## src/rtl/clksel_pkg.sv

```systemverilog
package clksel_pkg;
   typedef enum logic [1:0] {
      SEL_MANUAL   = 2'd0,
      SEL_AUTO_NR  = 2'd1,
      SEL_AUTO_REV = 2'd2
   } sel_mode_e;
endpackage

```

## src/rtl/clksel_elig.sv

```systemverilog
module clksel_elig #(
   parameter int N_IN   = 4,
   parameter int FB_IDX = N_IN - 1
) (
   input  logic [N_IN-1:0] valid,
   input  logic [N_IN-1:0] auto_en,
   input  logic            zero_dly,
   output logic [N_IN-1:0] cand
);
   for (genvar i = 0; i < N_IN; i++) begin : g_in
      if (i == FB_IDX) begin : g_fb
         assign cand[i] = valid[i] & auto_en[i] & ~zero_dly;
      end else begin : g_ref
         assign cand[i] = valid[i] & auto_en[i];
      end
   end
endmodule

```

## src/rtl/clksel_pick.sv

```systemverilog
module clksel_pick #(
   parameter int N_IN   = 4,
   parameter int PRIO_W = 2,
   localparam int SEL_W = $clog2(N_IN)
) (
   input  logic [N_IN-1:0]        cand,
   input  logic [N_IN*PRIO_W-1:0] prio,
   output logic                   any,
   output logic [SEL_W-1:0]       best
);
   logic [PRIO_W-1:0] pr [N_IN];
   logic [PRIO_W-1:0] bp;

   for (genvar i = 0; i < N_IN; i++) begin : g_unpack
      assign pr[i] = prio[i*PRIO_W +: PRIO_W];
   end

   always_comb begin
      any  = 1'b0;
      best = '0;
      bp   = '1;
      for (int i = 0; i < N_IN; i++) begin
         if (cand[i] && (!any || pr[i] < bp)) begin
            any  = 1'b1;
            best = SEL_W'(i);
            bp   = pr[i];
         end
      end
   end
endmodule

```

## src/rtl/clksel_man.sv

```systemverilog
module clksel_man #(
   parameter int N_IN   = 4,
   parameter int FB_IDX = N_IN - 1,
   localparam int SEL_W = $clog2(N_IN)
) (
   input  logic             src_reg,
   input  logic             zero_dly,
   input  logic [SEL_W-1:0] sel_pin,
   input  logic [SEL_W-1:0] sel_reg,
   output logic [SEL_W-1:0] code,
   output logic             rsvd
);
   assign code = src_reg ? sel_reg : sel_pin;
   assign rsvd = zero_dly && (code == SEL_W'(FB_IDX));
endmodule

```

## src/rtl/clksel_ctrl.sv

```systemverilog
module clksel_ctrl
   import clksel_pkg::*;
#(
   parameter int N_IN   = 4,
   parameter int PRIO_W = 2,
   localparam int SEL_W = $clog2(N_IN)
) (
   input  logic                   clk,
   input  logic                   rst_n,
   input  logic                   auto_mode,
   input  logic                   revertive,
   input  logic                   zero_dly,
   input  logic                   src_reg,
   input  logic [SEL_W-1:0]       sel_pin,
   input  logic [SEL_W-1:0]       sel_reg,
   input  logic [N_IN-1:0]        valid,
   input  logic [N_IN-1:0]        auto_en,
   input  logic [N_IN*PRIO_W-1:0] prio,
   output logic [SEL_W-1:0]       active,
   output logic                   holdover,
   output logic                   switch_pls,
   output logic                   rsvd_err
);
   localparam int FB_IDX = N_IN - 1;

   if (N_IN < 2 || (1 << SEL_W) != N_IN) begin : g_bad_n
      $error("clksel_ctrl: N_IN must be a power of two, at least 2");
   end
   if (PRIO_W < 1) begin : g_bad_p
      $error("clksel_ctrl: PRIO_W must be at least 1");
   end

   logic [N_IN-1:0]  cand;
   logic             any;
   logic [SEL_W-1:0] best, code;
   logic             rsvd;
   sel_mode_e        mode;

   logic [SEL_W-1:0] act_q, act_d;
   logic             hold_q, hold_d, err_q, err_d, sw_q;

   clksel_elig #(.N_IN(N_IN), .FB_IDX(FB_IDX)) i_elig (
      .valid(valid), .auto_en(auto_en), .zero_dly(zero_dly), .cand(cand));

   clksel_pick #(.N_IN(N_IN), .PRIO_W(PRIO_W)) i_pick (
      .cand(cand), .prio(prio), .any(any), .best(best));

   clksel_man #(.N_IN(N_IN), .FB_IDX(FB_IDX)) i_man (
      .src_reg(src_reg), .zero_dly(zero_dly), .sel_pin(sel_pin),
      .sel_reg(sel_reg), .code(code), .rsvd(rsvd));

   always_comb begin
      if (!auto_mode)     mode = SEL_MANUAL;
      else if (revertive) mode = SEL_AUTO_REV;
      else                mode = SEL_AUTO_NR;
   end

   always_comb begin
      act_d  = act_q;
      hold_d = hold_q;
      err_d  = err_q;
      unique case (mode)
         SEL_MANUAL: begin
            if (rsvd) begin
               err_d  = 1'b1;
               hold_d = ~valid[act_q];
            end else begin
               act_d  = code;
               hold_d = ~valid[code];
            end
         end
         SEL_AUTO_NR: begin
            if (!hold_q && cand[act_q]) begin
               hold_d = 1'b0;
            end else if (any) begin
               act_d  = best;
               hold_d = 1'b0;
            end else begin
               hold_d = 1'b1;
            end
         end
         default: begin
            if (any) begin
               act_d  = best;
               hold_d = 1'b0;
            end else begin
               hold_d = 1'b1;
            end
         end
      endcase
   end

   always_ff @(posedge clk) begin
      if (!rst_n) begin
         act_q  <= '0;
         hold_q <= 1'b1;
         err_q  <= 1'b0;
         sw_q   <= 1'b0;
      end else begin
         act_q  <= act_d;
         hold_q <= hold_d;
         err_q  <= err_d;
         sw_q   <= (act_d != act_q);
      end
   end

   assign active     = act_q;
   assign holdover   = hold_q;
   assign switch_pls = sw_q;
   assign rsvd_err   = err_q;
endmodule

```

## config.mk

```make
export PLATFORM = sky130hd
export DESIGN_NAME = clksel_ctrl
export DESIGN_NICKNAME = d
export VERILOG_FILES = /design/src/rtl/clksel_pkg.sv /design/src/rtl/clksel_elig.sv /design/src/rtl/clksel_pick.sv /design/src/rtl/clksel_man.sv /design/src/rtl/clksel_ctrl.sv
export SDC_FILE = /design/constraint.sdc
export NUM_CORES = 1
export LEC_CHECK = 0
export CAP_MARGIN = 20
export CORE_MARGIN = 10
export CORE_UTILIZATION = 40
export CTS_BUF_LIST = sky130_fd_sc_hd__clkbuf_8
export CTS_CLUSTER_DIAMETER = 200
export CTS_CLUSTER_SIZE = 28
export DETAILED_ROUTE_END_ITERATION = 10
export DONT_BUFFER_PORTS = 1
export GPL_TIMING_DRIVEN = 0
export MAX_ROUTING_LAYER = met4
export PLACE_DENSITY = 0.65
export SETUP_SLACK_MARGIN = 0.5
export SLEW_MARGIN = 10
export SYNTH_ARGS = -nofsm -noshare
export SYNTH_HDL_FRONTEND = slang
export SYNTH_SLANG_ARGS = --single-unit
```

## constraint.sdc

```tcl
create_clock -name clk -period 3.8 [get_ports clk]
set_input_delay 0.38 -clock clk [delete_from_list [all_inputs] [get_ports clk]]
set_output_delay 0.38 -clock clk [all_outputs]
set_load 0.02 [all_outputs]
```

==> results by group, run 1 <==
Status
  • Status: complete, no violations

Clocking
  • Setup bufs post-CTS: 0
  • CTS buffer count: 3
  • Resized Gates After CTS: 0
  • Clock sinks: 5
  • CTS tree: done
  • CTS Hold Buffers Added: 0
  • H-tree lvl count: 1
  • Worst skew pair latency: 220 ps
  • Reg clk slew, reported paths: 40 ps
  • Max Buffers Root-to-Sink: 2
  • CTS Root Cell: clkbuf_8

Logic synthesis
  • Synth top area cells: dfxtp_1 (15%), mux2i_1 (4.6%), mux4_1 (4.0%), and3b_1 (4.0%), ha_1 (3.8%)
  • Sequential area share after synthesis: 0.153
  • Yosys top cell by area: dfxtp_1
  • Post-synth EDFFs: 0
  • Yosys cell types: 45
  • Synthesized net count: 106
  • Yosys top cell area share: 0.153
  • Compound-Gate Fraction of Synth Area: 0.307
  • Largest family of logic cells by synthesized area: compound AO/OA/AOI/OAI gates
  • Gate Count Post-Synth: 78
  • Flops & latches, synth: 5
  • Synth Area in Adders: 0.0536
  • Post-synthesis mux area share: 0.138
  • Number of synthesis warnings: 0
  • Post-Synth Simple-Gate Area: 0.301
  • Mapped Area: 653 um^2
  • Fraction of registers with async set/reset: 0
  • Top cells by count, synth: dfxtp_1 (5), inv_1 (5), a21oi_1 (4)
  • Synth Flop Type: dfxtp_1
  • XOR/XNOR Fraction of Synth Area: 0.0134
  • Avg Synthesized Cell Area: 8.37 um^2

Die
  • # IOs: 31
  • Die X: 60.4 um
  • Die height: 60.4 um
  • # rows: 14
  • Starting Density: 0.429
  • Die area: 3650 um^2
  • Core area: 1520 um^2

Power and ir drop
  • Static Leak: 0.287 nW
  • Tot Pwr: 0.000230 W
  • PD cells: 321 nW/um^2
  • Max IR drop VDD: 105 uV

Worst setup path
  • Critical Path Fanout Max: 6
  • Worst Reg-to-Reg Cells: 4
  • Worst r2r src: active[0]
  • Kind of critical path: input pin to register
  • Reg-to-Reg End: holdover
  • Critical Path Source Type: input pin
  • CP arrival: 2820 ps
  • Worst Setup End Kind: register
  • Data required time of the worst path: 3950 ps
  • Reg-to-reg setup timing slack: 1660 ps

Global routing
  • Gr usage total: 0.105
  • Largest net degree at the start of global routing: 9
  • Initial antenna violation count: 0
  • Vias in the first global route: 662
  • First-pass GRT wire length: 2950 um
  • Final global-route overflow total: 0

Final layout
  • Fraction of layout cells with a size suffix above 1: 0.110
  • # diodes: 0
  • Area Growth Syn to Fin: 9.96%
  • End-of-flow core utilization: 0.471
  • # nets final: 111

Placement
  • Gpl congestion: 0.750
  • Dpl hpwl: 1530 um
  • IO Port Bufs: 0

Drt
  • DR vias/cell: 6.64
  • Via Count: 651
  • Iter 0 DRT Violations: 13
  • WL/cell: 18.3 um
  • ANT nets after route: 0
  • DR pass1 iterations: 4
  • WL final: 1790 um
  • Post-route DRC violation count: 0

Timing
  • Setup violations, final: 0
  • Clk_skew: 1.62 ps
  • Final Hold Fails: 0
  • Final setup TNS: 0 ps
  • Period minus WS final: 2680 ps
  • Final Max Tran Viols: 0
  • Final Cycle Share: 0.704
  • Relative slew margins: 0.701
  • Worst slew pin tran: 448 ps
  • Maximum clock frequency: 374 MHz
  • Unrepaired setup endpoints after global routing: no

Hold path
  • Hold path start: rst_n
  • Worst min-delay path class: input pin to register
  • Hold path cells: 1
  • Hold Path Sink: holdover

Flow run
  • Max-cap viol count: 0
[per-stage QoR]
stage	setup WS [ps]	cells	area, um^2	hold slack, ps
floorplan	1100	78	653	469
global placement	971	94	673	471
detailed placement	897	94	673	477
global route	895	98	718	240
CTS	1130	98	718	244
finish	1120	98	718	245
[how the worst max path moves through the flow]
stage / startpoint / endpoint / slack [ps] / cells after the start
3_5_place_dp: auto_en[0] / switch_pls / 900 / 13
6_report: auto_en[0] / switch_pls / 1120 / 13
4_1_cts: auto_en[0] / switch_pls / 1130 / 13
5_1_grt: auto_en[0] / switch_pls / 900 / 13
2_1_floorplan: auto_en[0] / switch_pls / 1100 / 13
3_3_place_gp: auto_en[0] / switch_pls / 970 / 13
[worst max-delay path, stage by stage]
cell      delay [ps]
and3b_1          170
or2_1            250
ha_1             280
or2_1            230
o311ai_2         120
a21oi_1          120
a31oi_1          150
ha_1             260
o221ai_1          90
nand3_1          140
a211o_1          350
a21o_1           170
a31oi_1          130
[registers in the layout (all words and copies together), names as in the netlist]
register and cells:
active 2, switch_pls 1, holdover 1, rsvd_err 1
[cells by family (layout without fill, tap and decap cells)]
group,after synthesis,after routing
AND/OR/NAND/NOR,31,31
multiplexers,6,6
AO/OA/AOI/OAI,26,26
buffers and inverters,6,10
adder cells (fa/ha/maj),3,3
XOR/XNOR,1,1
flip-flops,5,5
[power by group]
group          switching [W]  internal (W)
sequential         0.0000118     0.0000584
clock              0.0000281     0.0000694
combinational      0.0000296     0.0000330
total              0.0000695      0.000161
[cell type report]
| type | count | area (um^2) |
|---|---|---|
| buffer | 1 | 3.75 |
| clock buffer | 3 | 41.3 |
| clock inverter | 1 | 3.75 |
| fill | 150 | 806 |
| inverter | 5 | 18.8 |
| multi-input combinational | 67 | 531 |
| sequential | 5 | 100 |
| tap | 16 | 20.0 |
[per-layer routing]
metal,vias up,global-route usage,wire (um)
li1,320,-,-
met1,304,0.113,750
met2,23,0.159,758
met3,4,0.0543,258
met4,0,0.0470,26
met5,-,-,0
[cells in the final DEF (no fill, tap or decap), types with 2 or more instances in the layout]
cell type / netlist / routed
a211o_1: 2 / 2
a21oi_1: 4 / 4
a31oi_1: 3 / 3
and2_0: 2 / 2
and3b_1: 3 / 3
clkbuf_8: 0 / 3
dfxtp_1: 5 / 5
ha_1: 2 / 2
inv_1: 5 / 6
mux2i_1: 3 / 3
nand2_1: 3 / 3
nand3_1: 3 / 3
nand3b_1: 3 / 3
nor2_1: 3 / 3
nor3_1: 2 / 2
nor3b_1: 2 / 2
o211ai_1: 2 / 2
o21ai_0: 2 / 2
or2_1: 2 / 2
No activity file was read; power rests on OpenSTA's default activity.
==> run 2, diff against run 1 <==
- ABC_AREA: default -> 1
- PLACE_DENSITY: 0.65 -> 0.67
- clock period: 3.8 -> 2.25 ns (I/O delays scaled with it)
==> run 2 against run 1 <==
  * Register-to-register slack got worse by 1300 ps
  * Power rose by 87%
  * Count of clock-buffer cells in the layout did not move
  * Sequential share of layout area fell by 2.2 points
  * Synthesized area rose by 1.7%
  * Cell count rose by 52%
  * First-iteration DRC count rose by 38%
  * Critical path type unchanged
  * Via count rose by 20%
  * Worst setup slack got worse by 850 ps
  * Flip-flop and latch count did not move
  * Cell area rose by 19%
  * Synthesized cell count rose by 53%
==> results by group, run 2 <==
Die
  • Starting Density: 0.431
  • Die area: 3690 um^2
  • # rows: 14
  • Die height: 60.8 um
  • # IOs: 31
  • Die X: 60.8 um
  • Core area: 1540 um^2

Final layout
  • # nets final: 162
  • # diodes: 0
  • Commonest non-fill, non-tap cell in the layout: nand2_1
  • Multi-input logic area: 514 um^2
  • End-of-flow core utilization: 0.554
  • Filler cells: 154
  • Most frequent cells in the layout: nand2_1 (24), inv_1 (16), nor2_1 (11)
  • Max reg flops: 2
  • Register area: 100 um^2
  • Fraction of layout cells with a size suffix above 1: 0.301
  • Area Growth Syn to Fin: 28.6%

Clocking
  • CTS Root Cell: clkbuf_8
  • CTS buffer count: 3
  • H-tree lvl count: 1
  • Worst skew pair latency: 230 ps
  • Max Buffers Root-to-Sink: 2
  • CTS tree: done
  • Clock sinks: 5
  • Reg clk slew, reported paths: 40 ps

Drt
  • Post-route DRC violation count: 0
  • WL/cell: 13.0 um
  • ANT nets after route: 0
  • Iter 0 DRT Violations: 18
  • DR pass1 iterations: 4
  • Via Count: 782
  • WL final: 1940 um
  • DR vias/cell: 5.25

Flow run
  • Max-cap viol count: 0

Status
  • Status: complete, no violations

Worst setup path
  • Worst Setup End Kind: register
  • Critical Path Fanout Max: 3
  • Worst r2r src: active[0]
  • Critical Path Source Type: input pin
  • Data required time of the worst path: 2360 ps
  • CP arrival: 2090 ps
  • CP startpoint: auto_en[0]
  • Kind of critical path: input pin to register

Timing
  • Final Hold Fails: 0
  • Final Max Tran Viols: 0
  • Unrepaired setup endpoints after global routing: yes
  • Relative slew margins: 0.654
  • Worst slew pin tran: 513 ps
  • Final setup TNS: 0 ps
  • Clk_skew: 2.64 ps
  • Period minus WS final: 1980 ps
  • Setup violations, final: 0
  • Final Cycle Share: 0.879
  • Maximum clock frequency: 506 MHz

Logic synthesis
  • Avg Synthesized Cell Area: 5.58 um^2
  • XOR/XNOR Fraction of Synth Area: 0
  • Yosys top cell by area: nand2_1
  • Post-synth EDFFs: 0
  • Synth Area in Adders: 0.0377
  • Mapped Area: 664 um^2
  • Sequential area share after synthesis: 0.151
  • Post-Synth Simple-Gate Area: 0.444
  • Synth top area cells: nand2_1 (16%), dfxtp_1 (15%), inv_1 (9.6%), a21oi_1 (6.8%), nor2_1 (6.2%)
  • Number of synthesis warnings: 0
  • Yosys cell types: 23
  • Synth Flop Type: dfxtp_1
  • Flops & latches, synth: 5
  • Largest family of logic cells by synthesized area: simple AND/OR/NAND/NOR gates
  • Yosys top cell area share: 0.158
  • Compound-Gate Fraction of Synth Area: 0.230
  • Post-synthesis mux area share: 0
  • Synthesized net count: 147
  • Fraction of registers with async set/reset: 0
  • Most common cell in the netlist: nand2_1
  • Gate Count Post-Synth: 119
  • Top cells by count, synth: nand2_1 (28), inv_1 (17), nor2_1 (11)

Hold path
  • Worst min-delay path class: input pin to register
  • Hold path start: rst_n

Global routing
  • First-pass GRT wire length: 3280 um
  • Vias in the first global route: 808
  • Initial antenna violation count: 0
  • Gr usage total: 0.112
  • Final global-route overflow total: 0
  • Largest net degree at the start of global routing: 9

Placement
  • Gpl congestion: 0.895
  • IO Port Bufs: 0
  • Dpl hpwl: 1570 um

Power and ir drop
  • Max IR drop VDD: 333 uV
  • Static Leak: 0.440 nW
  • PD cells: 503 nW/um^2
-- run 2: cell types whose count changed after synthesis, sizes merged, moves of 4 or more --
cell	before	now
nand2	3	35
inv	5	22
o21ai	2	11
nor2	3	11
a21oi	4	10
nand3	3	8
and3b	4	0
-- run 2: report_power, final --
group          leakage, nW  internal (W)  switching [W]
registers           0.0415     0.0000979      0.0000208
clock network       0.0269      0.000117      0.0000481
logic                0.372     0.0000650      0.0000811
-- run 2: cell families (layout without fill, tap and decap cells) --
kind of cell               Yosys count  count (layout)
adders and majority gates            2               2
buffers and inverters               24              38
AOI/OAI and AO/OA                   27              27
and+or+nand+nor                     61              61
DFF                                  5               5
-- run 2: area by class of cell --
cell class                 instances  share of cell area
timing repair buffer              10              0.0922
inverter                          24               0.113
tap                               16              0.0234
clock buffer                       3              0.0483
multi-input combinational         90               0.602
sequential                         5               0.117
clock inverter                     1             0.00439
-- run 2: final timing paths --
kind                 to  slack (ps)  cells past startpoint
min            holdover         100                      1
max          switch_pls         270                     23
min reg2reg    rsvd_err         560                      2
max reg2reg  switch_pls         330                     10
-- run 2: worst max-delay path, stage by stage --
cell,delay (ps)
nand2_8,50
clkinv_4,50
nand3_4,70
nand3_2,80
o22ai_2,160
ha_1,250
nand2_1,50
nand2_1,60
nand2_2,80
nand2_4,50
nand2_1,50
o21ai_1,60
ha_1,260
nand2_1,60
nand2_1,50
nand2_1,50
nand2_1,60
nand2_1,70
nand2_2,60
nand2_1,60
nand2_1,50
nand2_1,90
a21oi_2,50
-- run 2: layer usage --
metal / global-route usage / vias to the layer above / part of all wire
met5: - / - / 0
met4: 0.0345 / 0 / 0.0062
met3: 0.0397 / 2 / 0.078
met2: 0.182 / 30 / 0.50
met1: 0.126 / 335 / 0.42
li1: - / 415 / -
-- run 2: metrics by stage --
step	instance area, um^2	total power [W]	hold WS (ps)	worst slack, ps	cells
final	855	0.000430	104	272	149
after global routing	855	0.000460	106	119	149
after CTS	842	0.000430	107	275	148
after detailed placement	709	0.000241	343	-65.9	135
after global placement	709	0.000239	333	-30.7	135
after floorplan	689	0.000220	324	121	119
-- run 2: what timing repair did --
| item | CTS | global route |
|---|---|---|
| buffers inserted | 9 | 1 |
| gates resized for setup | 7 | 2 |
| pin swaps | 7 | 4 |
| endpoints found under the setup margin | 3 | 3 |
| hold buffers | 0 | 0 |
